$ cat config.mk
export PLATFORM = sky130hd
export DESIGN_NAME = baud_enable_gen
export DESIGN_NICKNAME = d
export VERILOG_FILES = /design/src/rtl/baudgen_pkg.sv /design/src/rtl/baud_prescaler.sv /design/src/rtl/baud_subdivider.sv /design/src/rtl/baud_enable_gen.sv
export SDC_FILE = /design/constraint.sdc
export NUM_CORES = 1
export LEC_CHECK = 0
export BUFFER_PORTS_ARGS = -buffer_cell sky130_fd_sc_hd__buf_2
export CORE_AREA = 8 8 45 47
export CTS_CLUSTER_DIAMETER = 40
export DETAILED_ROUTE_END_ITERATION = 8
export DIE_AREA = 0 0 53 55
export PLACE_DENSITY = 0.53
export SYNTH_ARGS = -nofsm -noshare
export SYNTH_HDL_FRONTEND = slang
export SYNTH_SLANG_ARGS = --single-unit
$ cat constraint.sdc
create_clock -name clk -period 1.6 [get_ports clk]
set_input_delay 0.16 -clock clk [delete_from_list [all_inputs] [get_ports clk]]
set_output_delay 0.16 -clock clk [all_outputs]
set_load 0.05 [all_outputs]
$ cat src/rtl/baudgen_pkg.sv
package baudgen_pkg;

    typedef enum logic [1:0] {
        RATE_19K2  = 2'b00,
        RATE_38K4  = 2'b01,
        RATE_57K6  = 2'b10,
        RATE_115K2 = 2'b11
    } rate_e;

    localparam int unsigned MAX_RATIO = 6;
    localparam int unsigned SUB_W     = $clog2(MAX_RATIO);

    function automatic logic [SUB_W-1:0] ratio_of(input rate_e r);
        case (r)
            RATE_19K2:  ratio_of = SUB_W'(6);
            RATE_38K4:  ratio_of = SUB_W'(3);
            RATE_57K6:  ratio_of = SUB_W'(2);
            default:    ratio_of = SUB_W'(1);
        endcase
    endfunction

endpackage

$ cat src/rtl/baud_prescaler.sv
module baud_prescaler #(
    parameter int unsigned PRESCALE = 27
) (
    input  logic clk,
    input  logic rst,
    output logic tick
);
    localparam int unsigned CNT_W = $clog2(PRESCALE);
    localparam logic [CNT_W-1:0] LAST = CNT_W'(PRESCALE - 1);

    logic [CNT_W-1:0] cnt_q;

    always_ff @(posedge clk) begin
        if (rst)
            cnt_q <= '0;
        else if (cnt_q == LAST)
            cnt_q <= '0;
        else
            cnt_q <= cnt_q + 1'b1;
    end

    assign tick = (cnt_q == LAST);

    AST_PRESCALE_WRAP: assert property (@(posedge clk) disable iff (rst)
        (cnt_q == LAST) |=> (cnt_q == '0));
    AST_TICK_SINGLE: assert property (@(posedge clk) disable iff (rst)
        tick |=> !tick);

endmodule

$ cat src/rtl/baud_subdivider.sv
module baud_subdivider
    import baudgen_pkg::*;
(
    input  logic             clk,
    input  logic             rst,
    input  logic             tick,
    input  logic             restart,
    input  logic [SUB_W-1:0] ratio,
    output logic             strobe
);
    logic [SUB_W-1:0] sub_q;
    logic             last;
    logic             bypass;

    assign bypass = (ratio == SUB_W'(1));
    assign last   = (sub_q == ratio - 1'b1);

    always_ff @(posedge clk) begin
        if (rst || restart)
            sub_q <= '0;
        else if (tick)
            sub_q <= last ? '0 : sub_q + 1'b1;
    end

    assign strobe = tick && !restart && (bypass || last);

    AST_SUB_CLEAR: assert property (@(posedge clk) disable iff (rst)
        restart |=> (sub_q == '0));
    AST_SUB_BOUND: assert property (@(posedge clk) disable iff (rst)
        !restart |-> (sub_q < ratio));
    AST_BYPASS_PASS: assert property (@(posedge clk) disable iff (rst)
        (bypass && tick && !restart) |-> strobe);

endmodule

$ cat src/rtl/baud_enable_gen.sv
module baud_enable_gen
    import baudgen_pkg::*;
#(
    parameter int unsigned PRESCALE = 27
) (
    input  logic       clk,
    input  logic       rst,
    input  logic [1:0] rate_sel,
    output logic       baud16_en,
    output logic [1:0] rate_led
);
    localparam int unsigned MAX_GAP = PRESCALE * MAX_RATIO;
    localparam int unsigned GAP_W   = $clog2(MAX_GAP + 2);

    rate_e            sel_q;
    logic             sel_change;
    logic             fast_tick;
    logic             strobe;
    logic             en_q;
    logic [SUB_W-1:0] ratio;

    always_ff @(posedge clk) begin
        sel_q <= rate_e'(rate_sel);
    end

    assign sel_change = !rst && (rate_e'(rate_sel) != sel_q);
    assign ratio      = ratio_of(sel_q);

    baud_prescaler #(.PRESCALE(PRESCALE)) u_prescaler (
        .clk  (clk),
        .rst  (rst),
        .tick (fast_tick)
    );

    baud_subdivider u_subdivider (
        .clk     (clk),
        .rst     (rst),
        .tick    (fast_tick),
        .restart (sel_change),
        .ratio   (ratio),
        .strobe  (strobe)
    );

    always_ff @(posedge clk) begin
        if (rst)
            en_q <= 1'b0;
        else
            en_q <= strobe;
    end

    assign baud16_en = en_q;
    assign rate_led  = sel_q;

    // gap monitor for the minimum-interval property
    logic [GAP_W-1:0] gap_q;
    logic             seen_q;
    logic [SUB_W-1:0] pulse_ratio_q;

    always_ff @(posedge clk) begin
        if (rst) begin
            gap_q         <= '0;
            seen_q        <= 1'b0;
            pulse_ratio_q <= SUB_W'(1);
        end else begin
            if (en_q) begin
                gap_q  <= GAP_W'(1);
                seen_q <= 1'b1;
            end else if (gap_q != GAP_W'(MAX_GAP + 1)) begin
                gap_q <= gap_q + 1'b1;
            end
            if (strobe)
                pulse_ratio_q <= ratio;
        end
    end

    AST_PULSE_SINGLE: assert property (@(posedge clk) disable iff (rst)
        baud16_en |=> !baud16_en);
    AST_LED_MIRROR: assert property (@(posedge clk) disable iff (rst)
        1'b1 |=> (rate_led == $past(rate_sel)));
    AST_MIN_GAP: assert property (@(posedge clk) disable iff (rst)
        (en_q && seen_q) |-> (int'(gap_q) >= int'(PRESCALE) * int'(pulse_ratio_q)));

endmodule

* Yosys cells after proc, flatten, opt, wreduce, memory -nomap -nowiden *
Cells that the tools add are included.

word-level totals
  output and inout port bits = 3
  input bits = 4
  register bits after elaboration = 11
  word-level logic and storage cells = 24

operators by class
  multiplexer cells = 2
  add/subtract/negate cells = 3
  reductions and logical operators = 9
  equality and inequality tests = 6

operators by type and width
  cell                                                                 count
  3-bit one-hot mux with 3 select lines                                1
  5-bit by 1-bit adder with 5-bit output (second input constant)       1
  5-bit == test (second input constant)                                1
  3-bit by 1-bit adder with 3-bit output (second input constant)       1
  3-bit by 1-bit == test with 1-bit output (second input constant)     1
  3-bit == test                                                        1
  1-bit logical AND                                                    3
  3-bit 2-to-1 mux                                                     1
  3-bit by 1-bit subtractor with 3-bit output (second input constant)  1
  2-bit by 1-bit == test with 1-bit output (second input constant)     1
  2-bit == test (second input constant)                                1
  1-bit zero test                                                      2
  2-bit zero test                                                      1
  1-bit logical OR                                                     2
  2-bit inequality test                                                1
  2-bit OR reduction                                                   1

* Depth between registers and ports, before layout *
  depth after elaboration = 6
  depth in mapped cells = 6
  mapped depth without buffers = 6

* Cells and area by module *
From an unflattened synthesis, not the netlist that was laid out.

second synthesis, totals
  cell total of the unflattened synthesis = 63
  area total of the unflattened synthesis = 644.4 µm²

by module, submodules not included
  module           sequential area each (µm²)  cells each  area each (µm²)  instances
  baud_subdivider  60.1                        31          285.3            1
  baud_prescaler   100.1                       22          259.0            1
  baud_enable_gen  60.1                        10          100.1            1

* Worst setup path before layout *
OpenSTA, ideal clock, no wires.

  kind = register to register
  from = reg sel_q[1], in the netlist rate_led[1]
  to = reg en_q, in the netlist baud16_en
  data required time = 1.512 ns
  library setup time = 0.088 ns
  buffers on the path = 0
  period minus slack after synthesis = 1.581 ns
  slack = 0.019 ns
  data arrival time = 1.492 ns
  cell stages (with the launch flop) = 4
  cell sequence = dfxtp_1 > nand2_1 > o32a_2 > a311oi_2

between the ends
  word-level cells in the longest chain between the ends = 6
  elaborated cells between the ends (all ways) = 13
  those cells by class = add/sub: 1; eq/ne: 5; mux: 1; reduce/logical: 6

ends and longest elaborated chain
  item                                         line                   RTL
  start, declared                              baud_enable_gen.sv:15  rate_e sel_q;
  start signal, assigned                       baud_enable_gen.sv:23  sel_q <= rate_e'(rate_sel);
  2-bit == test (tied with other cells)        baudgen_pkg.sv:14      case (r)
  3-bit one-hot mux with 3 select lines        baudgen_pkg.sv:14
  3-bit by 1-bit subtractor with 3-bit output  baud_subdivider.sv:16  assign last = (sub_q == ratio - 1'b1);
  3-bit == test                                baud_subdivider.sv:16
  1-bit logical OR                             baud_subdivider.sv:25  assign strobe = tick && !restart && (bypass || last);
  1-bit logical AND *                          baud_subdivider.sv:25
  end signal, assigned                         baud_enable_gen.sv:48  en_q <= strobe;
  end, declared                                baud_enable_gen.sv:19  logic en_q;

Mark *: on every way between the ends. The rest lies on a longest branch, timed or not.
A chain may end at the register's enable or synchronous reset.

* Worst setup path after layout *
  from = in rate_sel[0]
  to = reg en_q, in the netlist baud16_en

between the ends
  word-level cells in the longest chain between the ends = 5

ends and longest elaborated chain
  item                             line                   RTL
  start, declared                  baud_enable_gen.sv:8   input logic [1:0] rate_sel,
  2-bit inequality test            baud_enable_gen.sv:26  assign sel_change = !rst && (rate_e'(rate_sel) != sel_q);
  1-bit logical AND                baud_enable_gen.sv:26
  1-bit zero test                  baud_subdivider.sv:25
  1-bit logical AND (2 in series)  baud_subdivider.sv:25

No other way between the ends.

==> results.ini <==
[global_route]
track_usage_pct=7.84
grt_pass1_wl_um=1640
antenna_found_initial=0
grt.overflow.total=0
grt_pass1_vias=415
grt_max_degree=8

[worst_setup_path]
critPathCaptureType=flip-flop
worstPathMaxFanout=4
worst_setup_path_start_kind=input pin
critPathRequiredTime_ps=1800
worstReg2RegEnd=baud16_en$_SDFF_PP0_
reg2reg_from=u_subdivider.sub_q[2]$_SDFFE_PP0P_
arrival_ps=1620
worst-setup-path-type=in2reg
reg2reg_setup_slack_ps=270
worst-r2r-cell-count=3

[yosys]
yosysSeqAreaShare_pct=44.3
yosysWarnings=0
syn_inst=51
synth_cell_types=21
syn-num-nets=58
synth_seq_cells=11
synth.avg_cell_area_um2=9.74
syn-cell-area_um2=497

[sta]
hold_violations=0
whs_ps=234
min_period_over_period_pct=89.0
period_needed_ps=1420
fmax_mhz=702
maxSlewHeadroom_pct=83.3
fin_setup_tns_ps=0
skew_ps=8.40
worst_pin_slew_ps=252
setup_viol=0
finalWorstSetupSlack_ps=176
slew_viol_final=0
rsz0062_at_grt=false

[clocking]
worstSkewPairLatency_ps=280
cts_sinks=11
clock_tree.buffer_depth=2
cts_tree=built
ctsHtreeMaxLevel=1
postCtsSetupBuffers=0
cts_root_buf=clkbuf_4
cts_buffers=3
clk_pin_slew_ps=80

[hold_path]
hold_path_class=in2reg
min_to=u_subdivider.sub_q[1]$_SDFFE_PP0P_
min_from=rst
min_path_cells=3

[drt]
wl_um=934
via_count=399
postRouteAntennaNets=0
dr.pass1.iters=2
avgRoutedWirePerCell_um=11.7
drc=0
first_iter_violations=6
via_per_inst=4.99

[power_and_ir_drop]
leakage_uw=0.000259
power_density_nw_per_um2=900
ir_drop_mv=0.422

[die]
die_y_um=55
core_um2=1380
fp.dieW_um=53
start_util_pct=35.9
core.rowCount=14
ios=7
die_area_um2=2920

[cells_and_area]
multi_input_area_um2=269
nets=72
instances_no_fill=80
final_common_cell=dfxtp_1
regArea_um2=220
mostFrequentLayoutCells=11 x dfxtp_1, 6 x nor2_1, 6 x buf_2, 5 x nand2_1
drive_above_1_share_pct=21.9
fillers=139
area_growth_pct=20.9
antenna_cells=0

[placement]
dp.cells=74
dpl_worst_slack_ps=280
portBuffers=6
gp_congestion=0.879
dp.final_hpwl_um=693

[run]
cap_violations=0

[outcome]
status=completed

## cells in the mapped netlist
cell type  number  share of area (%)
dfxtp_1        11                 44
nor2_1          6                4.5
nand2_1         5                3.8
nand3_1         4                4.0
xor2_1          4                7.1
ha_1            3                7.6
a21oi_1         2                2.0
inv_1           2                1.5
xnor2_1         2                3.5
a311oi_2        1                3.0
a31oi_1         1                1.3
nand2b_1        1                1.3
nand3b_1        1                1.5
nand4_1         1                1.3
nand4b_2        1                3.0
nor3b_1         1                1.5
o32a_2          1                2.3
or2_0           1                1.3
or3_1           1                1.3
or3_4           1                2.3
or3b_1          1                1.8
## cell type report
cell class	instances	share of cell area (%)
clock buffer	4	4.38
inverter	2	1.25
multi-input combinational	38	44.8
sequential	11	36.7
tap	16	3.33
timing repair buffer	9	9.58
## how the worst max path moves through the flow
stage,startpoint,endpoint,slack (ps),cells after the start
global route,rate_sel[0],baud16_en$_SDFF_PP0_,100,5
floorplan,rate_led[1]$_DFF_P_,baud16_en$_SDFF_PP0_,20,3
finish,rate_sel[0],baud16_en$_SDFF_PP0_,180,5
CTS,rate_sel[1],baud16_en$_SDFF_PP0_,200,5
detailed placement,u_subdivider.sub_q[2]$_SDFFE_PP0P_,baud16_en$_SDFF_PP0_,280,3
global placement,rate_led[1]$_DFF_P_,baud16_en$_SDFF_PP0_,320,3
## where the power goes
part | internal (uW) | switching [uW]
sequential | 283 | 9.99
clock | 96.7 | 105
combinational | 20.5 | 25.8
total | 400 | 140
## kinds of logic after synthesis
kind of cell	after synthesis	share of synthesized area [%]
flip-flops	11	44.3
AND/OR/NAND/NOR	24	27.5
buffers and inverters	2	1.51
XOR/XNOR	6	10.6
AO/OA/AOI/OAI	5	8.56
adder cells (fa/ha/maj)	3	7.56
## worst max-delay path, cell delays in order
cell           delay [ps]
dlygate4sd3_1         530
buf_2                 130
xor2_1                130
or3_1                 420
a311oi_2              260
## state kept, by name, indices dropped and copies added (netlist names)
name                flops
rate_led                2
u_subdivider.sub_q      3
u_prescaler.cnt_q       5
baud16_en               1
## metal layers
layer  vias to the layer above  GRT usage, %  share of wire (%)
met5                         -             0                  0
met4                         0          6.47                3.9
met3                         5          3.48                5.8
met2                        10          11.9                 43
met1                       179          8.29                 47
li1                        205             -                  -
## stage by stage
stage / power [uW] / instance area, um^2 / util, %
after global placement: 342 / 554 / 40.1
final: 540 / 601 / 43.4
after detailed placement: 343 / 554 / 40.1
after global routing: 567 / 601 / 43.4
after floorplan: 329 / 497 / -
after CTS: 543 / 591 / 42.7
## timing repair
action,4_1_cts,5_1_grt
hold endpoints to repair,1,1
resized for setup,0,0
setup endpoints to repair,0,0
hold buffers,1,1
Power figures use the tool's default switching activity.
